[src/rtl/rngp_pkg.sv]
package rngp_pkg;
  localparam int WORD_W   = 32;
  localparam int N_WORDS  = 5;
  localparam int ADDR_W   = 9;
  localparam logic [ADDR_W-1:0] OFF_CTRL = 9'h000;
  localparam logic [ADDR_W-1:0] OFF_STAT = 9'h010;
  localparam logic [ADDR_W-1:0] OFF_SEED = 9'h140;
  localparam logic [ADDR_W-1:0] OFF_OUT  = 9'h160;
  localparam int CTRL_SEL_BIT   = 3;
  localparam int CTRL_START_BIT = 4;
  localparam logic [WORD_W-1:0] ZERO_FILL = 32'h2545F491;

  typedef logic [N_WORDS-1:0][WORD_W-1:0] state_t;

  function automatic state_t xs_step(input state_t s);
    state_t n;
    logic [WORD_W-1:0] t;
    t = s[0] ^ (s[0] >> 2);
    for (int i = 0; i < N_WORDS - 1; i++) n[i] = s[i+1];
    n[N_WORDS-1] = s[N_WORDS-1] ^ (s[N_WORDS-1] << 4) ^ t ^ (t << 1);
    return n;
  endfunction
endpackage

[src/rtl/rng_seed_bank.sv]
module rng_seed_bank
  import rngp_pkg::*;
#(
  parameter int W = WORD_W,
  parameter int N = N_WORDS,
  localparam int IDX_W = $clog2(N)
) (
  input  logic                 clk,
  input  logic                 rst,
  input  logic                 wr_en,
  input  logic [IDX_W-1:0]     wr_idx,
  input  logic [W-1:0]         wr_data,
  output logic [N-1:0][W-1:0]  words,
  output logic                 all_set
);
  logic [N-1:0] written_q;

  for (genvar g = 0; g < N; g++) begin : g_word
    always_ff @(posedge clk) begin
      if (rst) begin
        words[g]     <= '0;
        written_q[g] <= 1'b0;
      end else if (wr_en && wr_idx == IDX_W'(g)) begin
        words[g]     <= wr_data;
        written_q[g] <= 1'b1;
      end
    end
  end

  assign all_set = &written_q;
endmodule

[src/rtl/rng_xs_engine.sv]
module rng_xs_engine
  import rngp_pkg::*;
#(
  parameter int W = WORD_W,
  parameter int N = N_WORDS,
  localparam int CNT_W = $clog2(N)
) (
  input  logic                 clk,
  input  logic                 rst,
  input  logic                 start,
  input  logic [N-1:0][W-1:0]  seeds,
  output logic                 busy,
  output logic                 finish,
  output logic [N-1:0][W-1:0]  outs
);
  state_t             st_q;
  state_t             st_nxt;
  logic [CNT_W-1:0]   cnt_q;

  assign st_nxt = xs_step(st_q);
  assign finish = busy && (cnt_q == CNT_W'(N - 1));

  always_ff @(posedge clk) begin
    if (rst) begin
      st_q  <= '0;
      cnt_q <= '0;
      busy  <= 1'b0;
    end else if (!busy) begin
      if (start) begin
        st_q  <= (seeds == '0) ? state_t'(ZERO_FILL) : seeds;
        cnt_q <= '0;
        busy  <= 1'b1;
      end
    end else begin
      st_q  <= st_nxt;
      cnt_q <= cnt_q + 1'b1;
      if (finish) busy <= 1'b0;
    end
  end

  for (genvar g = 0; g < N; g++) begin : g_out
    always_ff @(posedge clk) begin
      if (rst) outs[g] <= '0;
      else if (busy && cnt_q == CNT_W'(g)) outs[g] <= st_nxt[N-1];
    end
  end
endmodule

[src/rtl/seeded_rng_periph.sv]
module seeded_rng_periph
  import rngp_pkg::*;
#(
  localparam int W     = WORD_W,
  localparam int N     = N_WORDS,
  localparam int IDX_W = $clog2(N)
) (
  input  logic              clk,
  input  logic              rst,
  input  logic [ADDR_W-1:0] bus_addr,
  input  logic              bus_wr,
  input  logic [W-1:0]      bus_wdata,
  output logic [W-1:0]      bus_rdata
);
  logic [N-1:0][W-1:0] seed_words;
  logic [N-1:0][W-1:0] out_words;
  logic                seeds_full;
  logic                eng_busy, eng_finish;
  logic [W-1:0]        ctrl_q;
  logic [2:0]          sw_flags_q;
  logic [W-1:0]        status_w;

  logic              aligned, hit_seed, hit_out;
  logic [ADDR_W-1:0] seed_rel, out_rel;
  logic [IDX_W-1:0]  seed_idx, out_idx;
  logic              start_req;

  assign aligned  = (bus_addr[1:0] == 2'b00);
  assign seed_rel = bus_addr - OFF_SEED;
  assign out_rel  = bus_addr - OFF_OUT;
  assign hit_seed = aligned && bus_addr >= OFF_SEED && seed_rel < ADDR_W'(4 * N);
  assign hit_out  = aligned && bus_addr >= OFF_OUT  && out_rel  < ADDR_W'(4 * N);
  assign seed_idx = IDX_W'(seed_rel >> 2);
  assign out_idx  = IDX_W'(out_rel >> 2);

  assign start_req = bus_wr && bus_addr == OFF_CTRL && seeds_full
                  && bus_wdata[CTRL_SEL_BIT] && bus_wdata[CTRL_START_BIT];

  rng_seed_bank #(.W(W), .N(N)) u_seeds (
    .clk(clk), .rst(rst),
    .wr_en(bus_wr && hit_seed), .wr_idx(seed_idx), .wr_data(bus_wdata),
    .words(seed_words), .all_set(seeds_full)
  );

  rng_xs_engine #(.W(W), .N(N)) u_engine (
    .clk(clk), .rst(rst), .start(start_req), .seeds(seed_words),
    .busy(eng_busy), .finish(eng_finish), .outs(out_words)
  );

  always_ff @(posedge clk) begin
    if (rst) begin
      ctrl_q     <= '0;
      sw_flags_q <= '0;
    end else begin
      if (bus_wr && bus_addr == OFF_CTRL) begin
        ctrl_q <= bus_wdata & ~(W'(1) << CTRL_START_BIT);
      end
      if (bus_wr && bus_addr == OFF_STAT) sw_flags_q <= bus_wdata[5:3];
      if (eng_finish) sw_flags_q[2] <= 1'b1;
    end
  end

  assign status_w = {{(W-6){1'b0}}, sw_flags_q, eng_busy, seeds_full, 1'b1};

  always_ff @(posedge clk) begin
    if (rst) begin
      bus_rdata <= '0;
    end else if (bus_addr == OFF_CTRL) begin
      bus_rdata <= ctrl_q;
    end else if (bus_addr == OFF_STAT) begin
      bus_rdata <= status_w;
    end else if (hit_out) begin
      bus_rdata <= out_words[out_idx];
    end else begin
      bus_rdata <= '0;
    end
  end
endmodule

[config.mk]
export PLATFORM = sky130hd
export DESIGN_NAME = seeded_rng_periph
export DESIGN_NICKNAME = d
export VERILOG_FILES = /design/src/rtl/rngp_pkg.sv /design/src/rtl/rng_seed_bank.sv /design/src/rtl/rng_xs_engine.sv /design/src/rtl/seeded_rng_periph.sv
export SDC_FILE = /design/constraint.sdc
export NUM_CORES = 1
export LEC_CHECK = 0
export BUFFER_PORTS_ARGS = -buffer_cell sky130_fd_sc_hd__buf_4
export CAP_MARGIN = 5
export CORE_MARGIN = 2
export CORE_UTILIZATION = 37
export DETAILED_ROUTE_END_ITERATION = 8
export GPL_TIMING_DRIVEN = 0
export HOLD_SLACK_MARGIN = 0.1
export PLACE_DENSITY = 0.6
export SETUP_SLACK_MARGIN = 0.1
export SLEW_MARGIN = 15
export SYNTH_ARGS = -nofsm -noshare
export SYNTH_HDL_FRONTEND = slang
export SYNTH_HIERARCHICAL = 1
export SYNTH_SLANG_ARGS = --single-unit
[constraint.sdc]
create_clock -name clk -period 2.74 [get_ports clk]
set_clock_uncertainty 0.15 [all_clocks]
set_input_delay 0.548 -clock clk [delete_from_list [all_inputs] [get_ports clk]]
set_output_delay 0.548 -clock clk [all_outputs]
set_load 0.005 [all_outputs]
==> results of run 1 <==
path summary, 6_finish.rpt:
check,startpoint,slack [ns],to,cells past startpoint
setup / recovery,u_seeds/words[0],-0.05,u_engine/st_q[0],6
hold / removal,bus_wdata[13],0.17,ctrl_q[13],3
setup reg to reg,u_seeds/words[0],-0.05,u_engine/st_q[0],6
hold reg to reg,u_engine/outs[64],0.31,u_engine/outs[64],2
power groups by stage:
stage / clock network [uW] / logic, uW / registers [uW]
2_1_floorplan: 0 / 270 / 8250
5_1_grt: 8350 / 628 / 8070
6_report: 7940 / 611 / 8070
3_5_place_dp: 0 / 554 / 8250
4_1_cts: 8030 / 595 / 8070
3_3_place_gp: 0 / 551 / 8250
registers in the layout, summed over array words and instances, names as in the netlist, 3 cells and up:
register	count
u_engine/outs	160
u_engine/st_q	32
bus_rdata	32
u_seeds/written_q	5
u_engine/cnt_q	3
u_engine/st_nxt	128
ctrl_q	31
sw_flags_q	3
u_seeds/words	160
cell type report:
type	count	area, um^2	area share, %
flip-flops and latches	555	11110	38.76
inverters	14	55.05	0.1920
clock inverters	9	97.59	0.3404
multi-input cells	1818	12480	43.54
repair buffers	114	975.9	3.404
clock buffers	96	1798	6.272
well taps	864	1081	3.771
plain buffers	205	1069	3.727
metal layers:
metal	wire, um	GRT usage [%]	vias up	part of all wire (%)
li1	-	-	9302	-
met1	37010	32.51	9926	43
met2	40620	41.82	837	47
met3	5968	3.736	168	6.9
met4	3065	9.122	0	3.5
met5	0	0	-	0
critical path: stages (launching register included):
cell,delay (ns)
dfxtp_1,0.33
nor4_1,0.63
nand4_1,0.33
nor4_1,0.67
nand4_1,0.28
buf_4,0.24
o21ai_0,0.08
placed cells by master, fill, tap and decap left out, types with 4 or more instances in the layout:
cell type,synthesis,routed
buf_1,7,6
xnor2_2,32,32
nor3_1,8,6
ha_1,8,7
nor2b_1,27,27
inv_1,13,11
xnor2_1,77,77
clkbuf_16,0,62
buf_12,0,4
buf_4,9,86
nand4_1,12,12
clkinv_2,0,6
nand4bb_1,4,4
mux4_2,26,26
o21ai_0,24,23
nand2b_1,209,209
nor4_1,39,38
nand3b_1,16,16
o211ai_1,14,14
dfxtp_1,555,555
clkbuf_4,0,5
dlygate4sd3_1,0,31
o22ai_1,4,4
nor2_1,399,398
and2_1,4,4
clkbuf_8,0,14
o21ai_1,7,8
a21oi_1,213,212
a211oi_1,190,189
nand2_1,135,135
o21ai_2,10,10
buf_8,0,5
mux2i_1,324,323
buf_6,11,14
xor2_1,10,10
clkbuf_1,122,137
buf_2,57,48
per-stage QoR:
step / instances / utilization, % / power [uW]
after floorplan: 2593 / - / 8519
after global placement: 3531 / 39.95 / 8801
after detailed placement: 3531 / 39.95 / 8804
after CTS: 3668 / 43.40 / 16690
after global routing: 3675 / 43.68 / 17040
final: 3675 / 43.68 / 16620
timing repair:
| action | CTS | global route |
|---|---|---|
| pin swaps | 2 | 6 |
| hold endpoints to repair | 32 | 0 |
| setup buffers | 2 | 6 |
| gates resized for setup | 10 | 29 |
| endpoints found under the setup margin | 329 | 174 |
| hold buffers | 31 | 0 |
| gates cloned | 0 | 1 |
kinds of logic after synthesis:
logic type	after synthesis	share of synthesized area (%)
buffers and inverters	220	4.136
DFF	555	45.34
and+or+nand+nor	873	17.22
xor gates and xnor gates	120	5.300
muxes	350	15.62
AOI/OAI and AO/OA	467	11.97
adders and majority gates	8	0.4085
==> results_dict.tcl, run 1 <==
set metrics [dict create \
    status "finished with violations" \
    violations "negative setup slack" \
    fin_tns_setup_ns -0.5274 \
    synth_nets 2645 \
    fillers 6438 \
    rsz0062_at_grt "true" \
    post-dp-hpwl_um 66050 \
    die_area_um2 68300 \
    wire_per_inst_um 23.58 \
    synth_edf_count 0 \
    synth_async_sr_flop_share_pct 0 \
    grtUsageTotal_pct 24.93 \
    areaGrowthSynthToFinish_pct 16.99 \
    crit_required_ns 3.13 \
    numPortBuffers 74 \
    num_antenna_cells 0 \
    cp.arrival_ns 3.18 \
    die_w_um 261.4 \
    synth_top_area_share_pct 45.34 \
    seq_area_frac_synth_pct 45.34 \
    whs_ns 0.1707 \
    final.min_clock_period_ns 2.795 \
    seqPwrFrac_pct 48.6 \
    avgSynthCellArea_um2 9.450 \
    hold_viol 0 \
    period_share_pct 102.0 \
    start_util_pct 37.34 \
    synth.distinct_cells 49 \
    clkTransAtPathRegs_ns 0.06 \
    antenna_found_initial 1 \
    fmax_ghz 0.3578 \
    synth_top_cell_by_area "dfxtp_1" \
    post-route-cell-area_um2 28670 \
    place_area_um2 26220 \
    p_per_area_nw_per_um2 579.8 \
    cp-start-kind "flop" \
    overflow 0 \
    fp.dieH_um 261.4 \
    leakage_uw 0.01068 \
    synth.most_common_cell "dfxtp_1" \
    drive_above_1_share_pct 12.13 \
    sw_frac_of_total_pct 22.49 \
    cts-root-buf "clkbuf_16" \
    clkPwrFrac_pct 47.8 \
    synth-seq-cells 555 \
    routed_wl_um 86660 \
    worstHoldPathType "in2reg" \
    place_congestion 0.9474 \
    htreeDepth 2 \
    rows 94 \
    design.core.area_um2 65630 \
    final_nets 2819 \
    via_count 20230 \
    critical_path.max_fanout 4 \
    synthesis.area_um2 24500 \
    p_int_uw 12880 \
    worst_slew_pin_slew_ns 0.9973 \
    worst_ir_drop_vdd_uv 482.2 \
    maxSlewViolCount 0 \
    first_global_vias 20010 \
    drt-pass1-iter-count 5 \
    grt_pass1_wl_um 127600 \
    relSlewSlack_pct 33.51 \
    setup_viol 14 \
    cts.path.max_buffers 3 \
    ys.flop_type "dfxtp_1" \
    synthTopCellsByCount "555 x dfxtp_1, 399 x nor2_1, 324 x mux2i_1, 213 x a21oi_1, 209 x nand2b_1" \
    cts_tree "done" \
    netSwitchingPower_uw 3738 \
    p_comb_share_pct 3.7 \
    netlist_instances 2593 \
    drtIter0Drc 2009 \
    ios 76 \
    worstSetupPathType "reg2reg" \
    antenna_left 0 \
    final.setup.worst_slack_ns -0.05455 \
    drc_errors 0 \
    grt_start_max_net_pins 20 \
    vias_per_cell 5.506 \
    yosys-top-cells-area "dfxtp_1 45%, mux2i_1 13%, nor2_1 6.1%, a211oi_1 5.8%, nand2b_1 5.3%" \
    drv_cap 0 \
    cts_buffers 59 \
    yosysWarnings 6 \
    end_kind "flop" \
    cts_sinks 555 \
    clock_latency_ns 0.63 \
    pre_cts_ws_ns -1.247 \
]
Note: power is estimated with default switching activity, not from simulation.
==> run 2: changes to the inputs <==
Settings changed: CORE_MARGIN 2 to 3.
==> run 2 against run 1 <==
The flow now finishes without violations. Global-route usage fell by 0.80 points. Hold slack improved by 0.0055 ns. Worst setup slack improved by 0.19 ns. Critical path depth rose by 8. Cell area barely moved. Utilization rose by 0.44 points. Critical path type is now in2reg.
==> results_dict.tcl, run 2 (synthesis gave the netlist of run 1 again) <==
set metrics [dict create \
    status "complete, no violations" \
    hold_depth 4 \
    clkPwrFrac_pct 48.3 \
    post-route-cell-area_um2 28650 \
    numPortBuffers 74 \
    end_kind "flop" \
    worstSetupPathType "in2reg" \
    hold_viol 0 \
    clock_latency_ns 0.62 \
    die_w_um 263.4 \
    grt_start_max_net_pins 20 \
    rsz0062_at_grt "true" \
    r2r-end "u_engine/st_q[7]" \
    utilization_pct 44.12 \
    power_uw 16780 \
    critical_path.max_fanout 10 \
    htreeDepth 2 \
    reg2reg_from "u_seeds/words[0]" \
    start_util_pct 37.74 \
    whs_ns 0.1762 \
    first_global_vias 20120 \
    place_area_um2 26210 \
    p_int_uw 13000 \
    drv_cap 0 \
    drtIter0Drc 1927 \
    final.min_clock_period_ns 2.601 \
    drc_errors 0 \
    relSlewSlack_pct 28.96 \
    min_from "bus_addr[5]" \
    cp.arrival_ns 2.92 \
    drive_above_1_share_pct 12.38 \
    wire_per_inst_um 23.74 \
    period_share_pct 94.93 \
    via_count 20280 \
    cts.path.max_buffers 3 \
    cts_sinks 555 \
    grtUsageTotal_pct 24.13 \
    sw_frac_of_total_pct 22.53 \
    die_area_um2 69350 \
    cts_buffers 59 \
    rows 93 \
    areaGrowthSynthToFinish_pct 16.90 \
    routed_wl_um 87030 \
    p_per_area_nw_per_um2 585.9 \
    grt_pass1_wl_um 127900 \
    antenna_left 0 \
    final_common_cell "dfxtp_1" \
    crit_required_ns 3.06 \
    leakage_uw 0.01070 \
    place_congestion 0.9423 \
    cts-root-buf "clkbuf_16" \
    setup_viol 0 \
    overflow 0 \
    antenna_found_initial 0 \
    worstHoldPathType "in2reg" \
    seqPwrFrac_pct 48.1 \
    clkTransAtPathRegs_ns 0.06 \
    fmax_ghz 0.3845 \
    final_nets 2817 \
    ff2ff_path_depth 6 \
    drt-pass1-iter-count 5 \
    rrSetupSlack_ns 0.14 \
    ios 76 \
    layout_common_cells "555 x dfxtp_1, 398 x nor2_1, 324 x mux2i_1, 213 x a21oi_1, 209 x nand2b_1" \
    cts_tree "done" \
    min_to "sw_flags_q[0]" \
    fp.dieH_um 263.4 \
    vias_per_cell 5.531 \
    num_antenna_cells 0 \
    design.core.area_um2 64930 \
    worst_ir_drop_vdd_uv 451.3 \
    fillers 6228 \
    worst_slew_pin_slew_ns 1.066 \
    maxSlewViolCount 0 \
    cp-start-kind "input pin" \
    p_comb_share_pct 3.6 \
    fin_tns_setup_ns 0 \
    post-dp-hpwl_um 66690 \
    netSwitchingPower_uw 3782 \
]
==> run 2: timing repair <==
| item | 4_1_cts | 5_1_grt |
|---|---|---|
| setup endpoints to repair | 329 | 164 |
| gates resized for setup | 8 | 19 |
| endpoints found under the hold margin | 34 | 0 |
| setup buffers | 5 | 1 |
| hold buffers | 32 | 0 |
| pin swaps | 3 | 7 |
==> run 2: worst max-delay path by stage <==
stage                      startpoint             endpoint  slack (ns)  cells after the start
after floorplan           bus_addr[7]  u_engine/st_nxt[11]        0.12                     13
after detailed placement  bus_addr[7]    u_engine/st_q[14]       -1.27                     13
after global routing      bus_addr[2]    u_engine/st_q[10]         0.1                     12
after CTS                 bus_addr[7]     u_engine/st_q[1]        0.11                     14
after global placement    bus_addr[7]    u_engine/st_q[13]       -1.20                     13
final                     bus_addr[7]     u_engine/st_q[5]        0.14                     14
==> run 2: power by group through the flow <==
| stage | registers, uW | clock network [uW] | logic, uW |
|---|---|---|---|
| 2_1_floorplan | 8250 | 0 | 270 |
| 3_3_place_gp | 8250 | 0 | 548 |
| 3_5_place_dp | 8250 | 0 | 554 |
| 4_1_cts | 8070 | 8200 | 596 |
| 5_1_grt | 8070 | 8520 | 628 |
| 6_report | 8070 | 8100 | 611 |
==> run 2: cell type report <==
cell class	count	area [um^2]	area share [%]
multi-input combinational	1818	12470	43.52
sequential	555	11110	38.79
clock buffer	86	1770	6.180
tap	855	1070	3.734
buffer	205	1044	3.643
timing repair buffer	112	933.4	3.258
clock inverter	21	197.7	0.6901
inverter	14	52.55	0.1834
==> run 2: through the flow <==
stage                     std cells  worst slack (ns)
after floorplan                2593            0.1167
after global placement         3522            -1.204
after detailed placement       3522            -1.274
after CTS                      3665            0.1093
after global routing           3666           0.09643
final                          3666            0.1389
==> run 2: layer usage <==
layer / track usage, % / vias to the layer above / share of wire (%)
li1: - / 9302 / -
met1: 32.32 / 10030 / 44
met2: 39.61 / 772 / 46
met3: 3.430 / 170 / 6.7
met4: 8.851 / 0 / 3.5
met5: 0 / - / 0
==> run 2: critical path, cell delays in order <==
cell and delay (ns):
buf_4 0.14, inv_2 0.07, ha_2 0.17, nor4b_4 0.25, nand4_1 0.21, buf_8 0.19, nor2_4 0.17, buf_6 0.19
buf_8 0.20, buf_6 0.22, mux2i_1 0.25, nor2_1 0.07, a21oi_1 0.17, nor2_1 0.06
==> run 3: changes to the inputs <==
--- a/config.mk
+++ b/config.mk
@@ -19,3 +19,2 @@
 export SYNTH_HDL_FRONTEND = slang
-export SYNTH_HIERARCHICAL = 1
 export SYNTH_SLANG_ARGS = --single-unit
--- a/constraint.sdc
+++ b/constraint.sdc
@@ -4,2 +4,2 @@
 set_output_delay 0.548 -clock clk [all_outputs]
-set_load 0.005 [all_outputs]
+set_load 0.05 [all_outputs]
==> run 3 against run 2 <==
Global-route usage increased by 1.4 points. Cell count down 1.1%. Via count up 2.5%. Critical path depth shrank 8. Critical path type is now reg2reg. Largest power group unchanged.
==> results_dict.tcl, run 3 <==
set metrics [dict create \
    final_nets 2786 \
    relSlewSlack_pct 34.36 \
    pre_cts_ws_ns -0.5023 \
    num_antenna_cells 0 \
    crit_required_ns 3.10 \
    final.setup.worst_slack_ns 0.1021 \
    synth.distinct_cells 57 \
    start_util_pct 37.71 \
    min_from "bus_wdata[13]" \
    vias_per_cell 5.727 \
    leakage_uw 0.009439 \
    synth_top_area_share_pct 46.29 \
    die_w_um 260.7 \
    final_common_cell "dfxtp_1" \
    place_congestion 0.9282 \
    htreeDepth 2 \
    fmax_ghz 0.3791 \
    p_per_area_nw_per_um2 611.9 \
    critical_path.max_fanout 10 \
    via_count 20770 \
    worst_ir_drop_vdd_uv 627.4 \
    status "complete, no violations" \
    crit_top_cell "nor4_1" \
    cp_cell_sequence "nor4_1 -> nand4_1 -> nor4_1 -> nand3_1 -> clkbuf_2 -> a41oi_1" \
    cts_setup_buffers 0 \
    cts_sinks 555 \
    overflow 0 \
    drtIter0Drc 1786 \
    cts.path.max_buffers 3 \
    synth_nets 2627 \
    synth-seq-cells 555 \
    first_global_vias 20580 \
    drc_errors 0 \
    worstHoldPathType "in2reg" \
    synth_edf_count 0 \
    hold_viol 0 \
    post-dp-hpwl_um 67290 \
    period_share_pct 96.27 \
    yosys-top-cells-area "dfxtp_1 46%, mux2i_1 8.3%, o2bb2ai_1 5.3%, nor2_1 5.3%, a211oi_1 4.5%" \
    synthesis.area_um2 24000 \
    slowest_delay_ns 0.61 \
    rsz0062_at_grt "true" \
    worst_slew_pin_slew_ns 0.9775 \
    cp-start-kind "flop" \
    netlist_instances 2575 \
    yosysWarnings 0 \
    seq_area_frac_synth_pct 46.29 \
    synth.most_common_cell "dfxtp_1" \
    reg2reg_from "u_seeds.words[121]" \
    ios 76 \
    design.core.area_um2 63660 \
    grt_start_max_net_pins 15 \
    fin_tns_setup_ns 0 \
    slowest_stage "nor4_1" \
    ys.flop_type "dfxtp_1" \
    drt-pass1-iter-count 6 \
    cts_tree "done" \
    clock_latency_ns 0.63 \
    synth_async_sr_flop_share_pct 0 \
    routed_wl_um 89120 \
    die_area_um2 67970 \
    cts-root-buf "clkbuf_16" \
    drv_cap 0 \
    worstSetupPathType "reg2reg" \
    utilization_pct 43.97 \
    clkTransAtPathRegs_ns 0.06 \
    antenna_found_initial 1 \
    wire_per_inst_um 24.57 \
    grt_pass1_wl_um 130500 \
    layout_common_cells "555 x dfxtp_1, 340 x nor2_1, 199 x mux2i_1, 153 x clkbuf_1, 149 x nand2_1" \
    setup_viol 0 \
    fp.dieH_um 260.7 \
    areaGrowthSynthToFinish_pct 16.61 \
    synth_top_cell_by_area "dfxtp_1" \
    numPortBuffers 71 \
    end_kind "flop" \
    cp.arrival_ns 3.00 \
    drive_above_1_share_pct 10.03 \
    crit_path_start "u_seeds.words[121]" \
    final.min_clock_period_ns 2.638 \
    cts_buffers 59 \
    maxSlewViolCount 0 \
    avgSynthCellArea_um2 9.322 \
    rows 92 \
    synthTopCellsByCount "555 x dfxtp_1, 340 x nor2_1, 199 x mux2i_1, 149 x nand2_1, 148 x clkbuf_1" \
    grtUsageTotal_pct 25.52 \
    antenna_left 0 \
]
## run 3: changes by cell type in the layout (fill, tap and decap cells not counted), moves of 40 or more
| cell | before | now |
|---|---|---|
| and2_1 | 4 | 118 |
| o2bb2ai_1 | 0 | 146 |
| a211oi_1 | 189 | 143 |
| a31oi_1 | 0 | 116 |
| mux2i_1 | 324 | 199 |
| a21oi_1 | 213 | 80 |
| inv_1 | 11 | 51 |
| nor2_1 | 398 | 340 |
| nand2b_1 | 209 | 1 |
| xnor2_1 | 77 | 118 |
## run 3: cell type report
class / count / area [um^2]
clock inverter: 15 / 205.2
sequential: 555 / 11110
tap: 846 / 1059
timing repair buffer: 99 / 813.3
buffer: 231 / 1120
inverter: 52 / 195.2
multi-input combinational: 1736 / 11640
fill: 6124 / 35670
clock buffer: 93 / 1847
## run 3: where the power goes
group          internal (uW)  switching [uW]
registers               8070            1.75
logic                    160             456
clock network           5060            3380
## run 3: metrics by stage
step	power, uW	hold WS, ns	area (um^2)	std cells
floorplan	8509	0.2756	24000	2575
global placement	8811	0.2914	25600	3492
detailed placement	8818	0.2954	25600	3492
CTS	17190	0.1008	27960	3628
global route	17530	0.1296	27990	3627
finish	17130	0.1138	27990	3627
## run 3: timing repair
item	CTS	global route
resized for setup	6	18
hold buffers	28	0
setup endpoints to repair	20	91
hold endpoints to repair	55	0
cloned	0	0
## run 3: final timing paths
check,end,slack (ns),cells after the start
worst min-delay path,ctrl_q[13],0.11,3
worst max-delay path,u_engine.st_q[29],0.10,6
worst max register to register,u_engine.st_q[29],0.10,6
worst min register to register,u_engine.outs[0],0.31,2
## run 3: worst max-delay path: cells and delay by family (launching register included)
| kind | cells | cell delay [ns] |
|---|---|---|
| compound gates | 1 | 0.28 |
| buf+inv | 1 | 0.30 |
| flops | 1 | 0.36 |
| simple gates | 4 | 1.45 |
## run 3: routing by layer
metal	vias up	GRT usage, %	share of wire, %
met5	-	0	0.015
met4	2	9.074	3.7
met3	196	4.173	7.3
met2	924	43.25	47
met1	10120	32.75	42
li1	9531	-	-
## run 3: kinds of logic after synthesis
logic type               synth area share [%]
AO/OA/AOI/OAI                           19.99
buffers and inverters                   5.452
XOR/XNOR                                4.415
multiplexers                            9.002
adder cells (fa/ha/maj)                0.4170
flip-flops                              46.29
AND/OR/NAND/NOR                         14.43
